### src/rtl/twiPkg.sv
package twiPkg;

  typedef enum logic [2:0] {
    ST_IDLE,
    ST_RX,
    ST_ACKOUT,
    ST_TX,
    ST_ACKIN
  } twiState_e;

  typedef enum logic [1:0] {
    BK_ADDR,
    BK_MEM,
    BK_DATA
  } byteKind_e;

  // strobes from control to datapath
  typedef struct packed {
    logic rxShift;
    logic txLoad;
    logic txShift;
    logic ptrLoad;
    logic regWrite;
    logic busyArm;
  } dpStrobe_t;

  // bus events decoded by the datapath
  typedef struct packed {
    logic start;
    logic stop;
    logic sclRise;
    logic sclFall;
    logic sdaBit;
    logic sclLevel;
  } busEvent_t;

endpackage

### src/rtl/twiSync.sv
module twiSync #(
  parameter int STAGES = 2
) (
  input  logic clk,
  input  logic rstN,
  input  logic din,
  output logic dout
);
  logic [STAGES-1:0] pipe;

  generate
    if (STAGES == 1) begin : g_one
      always_ff @(posedge clk or negedge rstN) begin
        if (!rstN) pipe <= '1;
        else       pipe <= din;
      end
    end else begin : g_many
      always_ff @(posedge clk or negedge rstN) begin
        if (!rstN) pipe <= '1;
        else       pipe <= {pipe[STAGES-2:0], din};
      end
    end
  endgenerate

  assign dout = pipe[STAGES-1];
endmodule

### src/rtl/twiDatapath.sv
module twiDatapath
  import twiPkg::*;
#(
  parameter int         REG_COUNT   = 16,
  parameter int         BUSY_CYCLES = 1000,
  parameter logic [3:0] DEV_HI      = 4'b1010,
  parameter int         SYNC_STAGES = 2
) (
  input  logic      clk,
  input  logic      rstN,
  input  logic      sclIn,
  input  logic      sdaIn,
  input  logic [2:0] strap,
  input  dpStrobe_t st,
  output busEvent_t ev,
  output logic      rxRw,
  output logic      txMsb,
  output logic      addrMatch,
  output logic      busy
);
  localparam int PTR_W  = (REG_COUNT > 1) ? $clog2(REG_COUNT) : 1;
  localparam int BUSY_W = $clog2(BUSY_CYCLES + 1);
  localparam int LINES  = 2;

  logic [LINES-1:0] rawLines, syncLines;
  assign rawLines = {sclIn, sdaIn};

  genvar gi;
  generate
    for (gi = 0; gi < LINES; gi++) begin : g_sync
      twiSync #(.STAGES(SYNC_STAGES)) uSync (
        .clk (clk),
        .rstN(rstN),
        .din (rawLines[gi]),
        .dout(syncLines[gi])
      );
    end
  endgenerate

  logic sclNow, sdaNow, sclPrev, sdaPrev;
  assign sclNow = syncLines[1];
  assign sdaNow = syncLines[0];

  always_ff @(posedge clk or negedge rstN) begin
    if (!rstN) begin
      sclPrev <= 1'b1;
      sdaPrev <= 1'b1;
    end else begin
      sclPrev <= sclNow;
      sdaPrev <= sdaNow;
    end
  end

  always_comb begin
    ev.start    = sclNow & sclPrev & sdaPrev & ~sdaNow;
    ev.stop     = sclNow & sclPrev & ~sdaPrev & sdaNow;
    ev.sclRise  = sclNow & ~sclPrev;
    ev.sclFall  = ~sclNow & sclPrev;
    ev.sdaBit   = sdaNow;
    ev.sclLevel = sclNow;
  end

  // receive shifter
  logic [7:0] rxReg;
  always_ff @(posedge clk or negedge rstN) begin
    if (!rstN)           rxReg <= '0;
    else if (st.rxShift) rxReg <= {rxReg[6:0], sdaNow};
  end
  assign rxRw      = rxReg[0];
  assign addrMatch = (rxReg[7:1] == {DEV_HI, strap});

  // pointer and register file
  logic [PTR_W-1:0] ptr, ptrNext;
  logic [7:0]       regFile [REG_COUNT];
  logic [7:0]       txReg;

  assign ptrNext = (ptr == PTR_W'(REG_COUNT - 1)) ? '0 : ptr + PTR_W'(1);

  always_ff @(posedge clk or negedge rstN) begin
    if (!rstN) begin
      ptr <= '0;
    end else if (st.ptrLoad) begin
      ptr <= rxReg[PTR_W-1:0];
    end else if (st.regWrite || st.txLoad) begin
      ptr <= ptrNext;
    end
  end

  always_ff @(posedge clk or negedge rstN) begin
    if (!rstN) begin
      for (int i = 0; i < REG_COUNT; i++) regFile[i] <= '0;
    end else if (st.regWrite) begin
      regFile[ptr] <= rxReg;
    end
  end

  always_ff @(posedge clk or negedge rstN) begin
    if (!rstN)           txReg <= '0;
    else if (st.txLoad)  txReg <= regFile[ptr];
    else if (st.txShift) txReg <= {txReg[6:0], 1'b0};
  end
  assign txMsb = txReg[7];

  // commit lockout window
  logic [BUSY_W-1:0] busyCnt;
  always_ff @(posedge clk or negedge rstN) begin
    if (!rstN)                busyCnt <= '0;
    else if (st.busyArm)      busyCnt <= BUSY_W'(BUSY_CYCLES);
    else if (busyCnt != '0)   busyCnt <= busyCnt - BUSY_W'(1);
  end
  assign busy = (busyCnt != '0);


  busy_arm_on_stop_chk: assert property (@(posedge clk) disable iff (!rstN)
    st.busyArm |-> ev.stop);


  ptr_step_wrap_chk: assert property (@(posedge clk) disable iff (!rstN)
    (st.regWrite && !st.ptrLoad && ptr == PTR_W'(REG_COUNT - 1)) |=> ptr == '0);

endmodule

### src/rtl/twiControl.sv
module twiControl
  import twiPkg::*;
(
  input  logic      clk,
  input  logic      rstN,
  input  busEvent_t ev,
  input  logic      rxRw,
  input  logic      txMsb,
  input  logic      addrMatch,
  input  logic      busy,
  output dpStrobe_t st,
  output logic      sdaDriveLow
);
  twiState_e state, stateN;
  byteKind_e kind, kindN;
  logic [3:0] bitCnt, bitN;
  logic rwRead, rwN, wroteData, wroteN, masterAck, ackN, driveLow, driveN;

  always_comb begin
    stateN = state;
    kindN  = kind;
    bitN   = bitCnt;
    rwN    = rwRead;
    wroteN = wroteData;
    ackN   = masterAck;
    driveN = driveLow;
    st     = '0;

    if (ev.stop) begin
      stateN = ST_IDLE;
      driveN = 1'b0;
      wroteN = 1'b0;
      if (wroteData) st.busyArm = 1'b1;
    end else if (ev.start) begin
      stateN = ST_RX;
      kindN  = BK_ADDR;
      bitN   = '0;
      driveN = 1'b0;
    end else begin
      case (state)
        ST_RX: begin
          if (ev.sclRise && bitCnt < 4'd8) begin
            st.rxShift = 1'b1;
            bitN       = bitCnt + 4'd1;
          end else if (ev.sclFall && bitCnt == 4'd8) begin
            case (kind)
              BK_ADDR: begin
                if (addrMatch && !busy) begin
                  rwN    = rxRw;
                  driveN = 1'b1;
                  stateN = ST_ACKOUT;
                end else begin
                  stateN = ST_IDLE;
                end
              end
              BK_MEM: begin
                st.ptrLoad = 1'b1;
                driveN     = 1'b1;
                stateN     = ST_ACKOUT;
              end
              default: begin
                st.regWrite = 1'b1;
                wroteN      = 1'b1;
                driveN      = 1'b1;
                stateN      = ST_ACKOUT;
              end
            endcase
          end
        end
        ST_ACKOUT: begin
          if (ev.sclFall) begin
            bitN = '0;
            if (kind == BK_ADDR && rwRead) begin
              st.txLoad = 1'b1;
              stateN    = ST_TX;
            end else begin
              driveN = 1'b0;
              kindN  = (kind == BK_ADDR) ? BK_MEM : BK_DATA;
              stateN = ST_RX;
            end
          end
        end
        ST_TX: begin
          if (ev.sclRise) begin
            bitN = bitCnt + 4'd1;
          end else if (ev.sclFall) begin
            if (bitCnt == 4'd8) begin
              driveN = 1'b0;
              stateN = ST_ACKIN;
            end else begin
              st.txShift = 1'b1;
            end
          end else if (!ev.sclLevel) begin
            driveN = ~txMsb;
          end
        end
        ST_ACKIN: begin
          if (ev.sclRise) begin
            ackN = ~ev.sdaBit;
          end else if (ev.sclFall) begin
            bitN = '0;
            if (masterAck) begin
              st.txLoad = 1'b1;
              stateN    = ST_TX;
            end else begin
              stateN = ST_IDLE;
            end
          end
        end
        default: ;
      endcase
    end
  end

  always_ff @(posedge clk or negedge rstN) begin
    if (!rstN) begin
      state     <= ST_IDLE;
      kind      <= BK_ADDR;
      bitCnt    <= '0;
      rwRead    <= 1'b0;
      wroteData <= 1'b0;
      masterAck <= 1'b0;
      driveLow  <= 1'b0;
    end else begin
      state     <= stateN;
      kind      <= kindN;
      bitCnt    <= bitN;
      rwRead    <= rwN;
      wroteData <= wroteN;
      masterAck <= ackN;
      driveLow  <= driveN;
    end
  end

  assign sdaDriveLow = driveLow;


  drive_scl_low_chk: assert property (@(posedge clk) disable iff (!rstN)
    !$stable(sdaDriveLow) |-> !ev.sclLevel);


  addr_ack_match_chk: assert property (@(posedge clk) disable iff (!rstN)
    ($rose(sdaDriveLow) && state == ST_ACKOUT && kind == BK_ADDR)
      |-> ($past(addrMatch) && !$past(busy)));


  release_master_ack_chk: assert property (@(posedge clk) disable iff (!rstN)
    state == ST_ACKIN |-> !sdaDriveLow);


  write_in_write_chk: assert property (@(posedge clk) disable iff (!rstN)
    st.regWrite |-> !rwRead);

endmodule

### src/rtl/twiRegSlave.sv
module twiRegSlave
  import twiPkg::*;
#(
  parameter int         REG_COUNT   = 16,
  parameter int         BUSY_CYCLES = 1000,
  parameter logic [3:0] DEV_HI      = 4'b1010,
  parameter int         SYNC_STAGES = 2
) (
  input  logic       clk,
  input  logic       rstN,
  input  logic       sclIn,
  input  logic       sdaIn,
  input  logic [2:0] strap,
  output logic       sdaDriveLow
);
  dpStrobe_t st;
  busEvent_t ev;
  logic rxRw, txMsb, addrMatch, busy;

  twiDatapath #(
    .REG_COUNT  (REG_COUNT),
    .BUSY_CYCLES(BUSY_CYCLES),
    .DEV_HI     (DEV_HI),
    .SYNC_STAGES(SYNC_STAGES)
  ) uDp (
    .clk      (clk),
    .rstN     (rstN),
    .sclIn    (sclIn),
    .sdaIn    (sdaIn),
    .strap    (strap),
    .st       (st),
    .ev       (ev),
    .rxRw     (rxRw),
    .txMsb    (txMsb),
    .addrMatch(addrMatch),
    .busy     (busy)
  );

  twiControl uCtl (
    .clk        (clk),
    .rstN       (rstN),
    .ev         (ev),
    .rxRw       (rxRw),
    .txMsb      (txMsb),
    .addrMatch  (addrMatch),
    .busy       (busy),
    .st         (st),
    .sdaDriveLow(sdaDriveLow)
  );
endmodule

### config.mk
export PLATFORM = sky130hd
export DESIGN_NAME = twiRegSlave
export DESIGN_NICKNAME = d
export VERILOG_FILES = /design/src/rtl/twiPkg.sv /design/src/rtl/twiSync.sv /design/src/rtl/twiDatapath.sv /design/src/rtl/twiControl.sv /design/src/rtl/twiRegSlave.sv
export SDC_FILE = /design/constraint.sdc
export NUM_CORES = 1
export LEC_CHECK = 0
export CORE_MARGIN = 2
export CORE_UTILIZATION = 30
export CTS_CLUSTER_DIAMETER = 80
export CTS_CLUSTER_SIZE = 14
export DETAILED_ROUTE_END_ITERATION = 16
export PLACE_DENSITY = 0.53
export SYNTH_ARGS = -nofsm -noshare
export SYNTH_HDL_FRONTEND = slang
export SYNTH_SLANG_ARGS = --single-unit
### constraint.sdc
create_clock -name clk -period 2.9 [get_ports clk]
set_input_delay 0.87 -clock clk [delete_from_list [all_inputs] [get_ports clk]]
set_output_delay 0.87 -clock clk [all_outputs]
set_load 0.05 [all_outputs]
==> results of run 1 <==
## area by class of cell
class,count,share of cell area
clock inverters,12,0.0137
multi-input cells,385,0.399
well taps,378,0.0492
flip-flops and latches,177,0.462
repair buffers,25,0.0254
inverters,11,0.00430
clock buffers,20,0.0465
## final timing paths
path | slack, ps | cells after the start | end | startpoint
max in group asynchronous | 1780 | 2 | uDp.g_sync[0].uSync.pipe[1] | rstN
setup / recovery | 410 | 7 | uDp.regFile[26] | uCtl.bitCnt[0]
hold / removal | 360 | 0 | uDp.g_sync[1].uSync.pipe[1] | uDp.g_sync[1].uSync.pipe[0]
hold reg to reg | 360 | 0 | uDp.g_sync[1].uSync.pipe[1] | uDp.g_sync[1].uSync.pipe[0]
min in group asynchronous | 420 | 1 | uCtl.state[0] | rstN
setup reg to reg | 410 | 7 | uDp.regFile[26] | uCtl.bitCnt[0]
## worst reg2reg max path, stage by stage (launching register included)
cell and delay, ps:
dfrtp_1 420, inv_1 70, ha_1 130, and3b_1 350, nand3_4 210, nor2_2 260
and3_1 540, mux2_2 400
## cell families (layout without fill, tap and decap cells)
group                      after synthesis  in the layout  synth area share
adders and majority gates                8              8            0.0118
AOI/OAI and AO/OA                       53             53            0.0400
muxes                                  188            188             0.308
buffers and inverters                   51             68            0.0288
xor gates and xnor gates                11             11            0.0113
and+or+nand+nor                        125            125            0.0788
DFF                                    177            177             0.521
## Yosys cell counts (2+ instances only)
master    instances  share of area
dfrtp_1         171           0.50
mux2_2          140           0.19
nand2_1          43          0.019
clkbuf_1         22         0.0097
mux4_2           22          0.058
nor2_1           22         0.0097
mux4_1           18          0.056
nand3_1          12         0.0071
a21oi_1          11         0.0065
inv_1            11         0.0048
o21ai_0          11         0.0065
buf_2            10         0.0059
ha_1              8          0.012
mux2i_1           8         0.0094
nor2b_1           8         0.0059
o21ai_1           8         0.0047
dfstp_2           6          0.019
xor2_1            6         0.0062
and3_1            5         0.0037
nand2b_1          5         0.0037
nand3b_1          5         0.0044
xnor2_1           5         0.0051
buf_6             4         0.0053
o31ai_1           4         0.0035
buf_4             3         0.0026
nand4b_1          3         0.0031
nor2_2            3         0.0022
a211o_1           2         0.0021
a21o_1            2         0.0018
a221o_1           2         0.0024
a22oi_1           2         0.0018
a31oi_1           2         0.0015
nand4_1           2         0.0015
nor3_1            2         0.0012
nor3b_1           2         0.0018
nor4_1            2         0.0015
nor4bb_1          2         0.0024
## stage by stage
stage / cells / total power, mW / setup WS, ps
6_report: 1008 / 5.13 / 411
5_1_grt: 1008 / 5.34 / 257
4_1_cts: 1008 / 5.20 / 417
3_5_place_dp: 976 / 2.91 / 440
3_3_place_gp: 976 / 2.91 / 493
2_1_floorplan: 613 / 2.76 / 870
## sequential cells by signal (all words and copies together) (netlist names)
name and count:
uDp.regFile 128, uDp.busyCnt 10, uDp.rxReg 8, uDp.txReg 8, uCtl.bitCnt 4, uDp.g_sync.uSync.pipe 4, uDp.ptr 4, uCtl.state 3
uCtl.kind 2, uCtl.masterAck 1, uCtl.rwRead 1, uCtl.sdaDriveLow 1, uCtl.wroteData 1, uDp.sclPrev 1, uDp.sdaPrev 1
## routing by layer
metal / global-route usage / part of all wire
met5: 0 / 0
met4: 0.0720 / 0.037
met3: 0.0279 / 0.036
met2: 0.226 / 0.48
met1: 0.186 / 0.45
## power breakdown
| part | switching [mW] | total, mW | internal (mW) | leakage [nW] |
|---|---|---|---|---|
| clock | 0.975 | 2.27 | 1.29 | 0.273 |
| combinational | 0.181 | 0.280 | 0.0986 | 1.72 |
| sequential | 0.0700 | 2.58 | 2.51 | 2.44 |
==> reports/qor.yml, run 1 <==
status: "finished clean"
crit_chain: "inv_1 > ha_1 > and3b_1 > nand3_4 > nor2_2 > and3_1 > mux2_2"
place.gp.congestion: 0.860
arrival_ps: 2810
peakVddDrop_mv: 0.407
viasPerCell: 5.07
crit_path_end_kind: "register"
gr-usage-all-layers: 0.143
wl_um: 19400
worstMarginPinSlew_ps: 817
synth_warnings: 0
first_iter_violations: 510
clkTransAtPathRegs_ps: 70
setup_viol: 0
powerDensity_nw_per_um2: 534
coreArea_um2: 27900
seq_area_um2: 4440
cts-resized-gates: 0
critPathKind: "reg2reg"
postSynthCellCount: 613
cts_hold_buf: 0
slowest_delay_ps: 540
final_common_cell: "dfrtp_1"
critPathTopFamily: "simple AND/OR/NAND/NOR gates"
vias: 5115
ys_async_sr_fraction: 1.00
wl_per_cell_um: 19.3
syn_area_um2: 8510
seq_area_frac_synth: 0.521
die_w_um: 172
antenna_found_initial: 0
ys_seq_elements: 177
die_h_um: 172
clock_skew_ps: 10.2
postCtsSetupBuffers: 0
gr-total-overflow: 0
initial_core_util: 0.306
final_nets: 632
num_rows: 61
hold_slack_ps: 358
rsz0062_at_grt: "no"
grt_pass1_wl_um: 31300
dieArea_um2: 29700
root_buffer: "clkbuf_16"
hold_viol: 0
clock_latency_ps: 440
synth_edf_count: 0
post-route-period-util: 0.858
slew_headroom: 0.455
fillers: 2672
htree_levels: 4
drv_slew: 0
cts_tree: "built"
cts.sink_count: 177
diodes: 0
ys.flop_type: "dfrtp_1"
firstDrtPassIters: 5
ant_nets: 0
tns_ps: 0
design_area_um2: 9610
multi_input_area_um2: 3830
synth_cell_type_count: 56
port_buffers: 7
post-route-util: 0.345
clockBufferDepth: 2
drv_cap: 0
grt_max_degree: 57
worst_path_max_delay_cell: "and3_1"
place_area_um2: 9030
grt_pass1_vias: 5460
hpwlAfterDp_um: 13100
ios: 8
crit_fanout: 8
fmax_mhz: 402
synth_area_per_cell_um2: 13.9
drc: 0
cp_num_buf_inv: 1
area_growth_pct: 12.8
critical_path_required_ps: 3220
holdCritPathClass: "reg2reg"
drive_gt1_frac: 0.362
start_kind: "register"
min_period_ps: 2490
layout_common_cells: "dfrtp_1, mux2_2, nand2_1, nor2_1, mux4_2"
cts-buffers-inserted: 17
synth_fp_nets: 628
leakagePower_nw: 4.44
Power figures use the tool's default switching activity.
==> inputs of run 2 (changes only) <==
--- a/config.mk
+++ b/config.mk
@@ -10,7 +10,7 @@
 export CTS_CLUSTER_DIAMETER = 80
 export CTS_CLUSTER_SIZE = 14
 export DETAILED_ROUTE_END_ITERATION = 16
-export PLACE_DENSITY = 0.53
+export PLACE_DENSITY = 0.56
 export SYNTH_ARGS = -nofsm -noshare
 export SYNTH_HDL_FRONTEND = slang
 export SYNTH_SLANG_ARGS = --single-unit
==> run 2 against run 1 <==
Against the previous run:
- clock skew up 6.4 ps
- combinational power is 14% lower
- final cell count fell by 0.40%
- register-to-register slack better by 90 ps
- setup slack got worse by 8.1 ps
- largest power group unchanged
- highest routed layer unchanged
==> reports/qor.yml, run 2 (same netlist as run 1, synthesis figures left out) <==
dieArea_um2: 29700  # unchanged
cts-buffers-inserted: 17  # unchanged
grt_pass1_wl_um: 30700  # -1.8%
post-route-period-util: 0.861  # +0.00280
antenna_found_initial: 0  # unchanged
htree_levels: 4  # unchanged
hold_start: "uDp.g_sync[1].uSync.pipe[0]"
clock_latency_ps: 430  # about the same
clock_skew_ps: 16.5  # +6.38 ps
ios: 8  # unchanged
tns_ps: 0  # unchanged
clockBufferDepth: 2  # unchanged
viasPerCell: 5.08  # about the same
holdCritPathClass: "reg2reg"
drv_slew: 0  # unchanged
wl_per_cell_um: 19.2  # -0.35%
diodes: 0  # unchanged
coreArea_um2: 27900  # unchanged
place.gp.congestion: 0.791  # -8.1%
layout_common_cells: "dfrtp_1, mux2_2, nand2_1, nor2_1, mux4_2"
area_growth_pct: 12.7
powerDensity_nw_per_um2: 529  # -0.85%
top_regs: "uDp.regFile: 128 flops, uDp.busyCnt: 10 flops"
cp_num_buf_inv: 1  # unchanged
port_buffers: 7  # unchanged
hold_viol: 0  # unchanged
clkTransAtPathRegs_ps: 70  # about the same
root_buffer: "clkbuf_16"
ant_nets: 0  # unchanged
multi_input_area_um2: 3830  # unchanged
timing.rr.start: "uCtl.bitCnt[0]"
crit_path_end_kind: "output port"
gr-total-overflow: 0  # unchanged
peakVddDrop_mv: 0.455  # +12%
die_h_um: 172  # unchanged
cts-resized-gates: 0  # unchanged
critPathKind: "reg2out"
start_kind: "register"
slew_headroom: 0.500  # +0.0451
arrival_ps: 1630  # -1180 ps
first_iter_violations: 329  # -35%
post-route-util: 0.344  # -0.000359
wl_um: 19300  # -0.74%
fillers: 2692  # +0.75%
setup_viol: 0  # unchanged
die_w_um: 172  # unchanged
crit_fanout: 2  # -6
slowest_delay_ps: 820  # +280 ps
rsz0062_at_grt: "no"
vias: 5097  # -0.35%
final_nets: 629  # -0.47%
worst_path_max_delay_cell: "clkdlybuf4s50_1"
final_common_cell: "dfrtp_1"
drc: 0  # unchanged
worstMarginPinSlew_ps: 749  # -67.7 ps
critPathTopFamily: "buffers and inverters"
cts_tree: "built"
cts.sink_count: 177  # unchanged
firstDrtPassIters: 4  # -1
min_period_ps: 2500  # +8.11 ps
crit_chain: "clkdlybuf4s50_1"
initial_core_util: 0.306  # unchanged
cts_hold_buf: 0  # unchanged
fmax_mhz: 400  # -0.32%
startpoint: "uCtl.sdaDriveLow"
critical_path_required_ps: 2030  # -1190 ps
largest_register: "uDp.regFile"
gr-usage-all-layers: 0.139  # -0.00388
leakagePower_nw: 4.44  # about the same
postCtsSetupBuffers: 0  # unchanged
grt_max_degree: 64  # +12%
drv_cap: 0  # unchanged
status: "finished clean"
largest_reg_flops: 128  # unchanged
drive_gt1_frac: 0.361  # -0.000882
grt_pass1_vias: 5313  # -2.7%
num_rows: 61  # unchanged
hpwlAfterDp_um: 12700  # -3.3%
seq_area_um2: 4440  # unchanged
## run 2: cell types whose count changed in the layout (fill, tap and decap cells not counted)
cell / delta
clkbuf_1: -2
inv_8: +1
inv_6: +1
clkinvlp_4: -4
bufinv_16: -1
buf_4: -5
buf_12: +2
clkinv_4: +4
## run 2: layer usage
| metal | share of wire | vias up | global-route usage | wire [um] |
|---|---|---|---|---|
| li1 | - | 2257 | - | - |
| met3 | 0.035 | 31 | 0.0236 | 671 |
| met2 | 0.50 | 89 | 0.232 | 9630 |
| met4 | 0.029 | 0 | 0.0599 | 558 |
| met5 | 0 | - | 0 | 0 |
| met1 | 0.44 | 2720 | 0.177 | 8410 |
## run 2: cell type report
class,instances,share of cell area
flip-flops and latches,177,0.462
multi-input cells,385,0.399
well taps,378,0.0493
clock buffers,18,0.0458
repair buffers,22,0.0257
clock inverters,13,0.0132
inverters,11,0.00430
## run 2: through the flow
| step | worst slack, ps | hold slack (ps) | std cells | power, mW | cell area [um2] |
|---|---|---|---|---|---|
| finish | 403 | 367 | 1004 | 5.08 | 9600 |
| global route | 340 | 372 | 1004 | 5.30 | 9600 |
| CTS | 378 | 370 | 1004 | 5.15 | 9600 |
| detailed placement | 441 | 353 | 973 | 2.90 | 9030 |
| global placement | 474 | 358 | 973 | 2.90 | 9030 |
| floorplan | 870 | 345 | 613 | 2.76 | 8510 |
## run 2: worst paths after layout
| check | endpoint | slack [ps] | cells past startpoint |
|---|---|---|---|
| worst max-delay path | sdaDriveLow | 400 | 1 |
| worst min-delay path | uDp.g_sync[1].uSync.pipe[1] | 370 | 0 |
| worst max register to register | uDp.regFile[22] | 500 | 7 |
| worst min register to register | uDp.g_sync[1].uSync.pipe[1] | 370 | 0 |
| max in group asynchronous | uDp.regFile[112] | 1630 | 2 |
| min in group asynchronous | uDp.regFile[117] | 440 | 1 |
## run 2: power breakdown
part | internal, mW | total (mW) | switching [mW] | leakage, nW
sequential | 2.51 | 2.61 | 0.105 | 2.44
combinational | 0.0929 | 0.240 | 0.147 | 1.71
clock | 1.22 | 2.23 | 1.01 | 0.283
total | 3.82 | 5.08 | 1.26 | 4.44
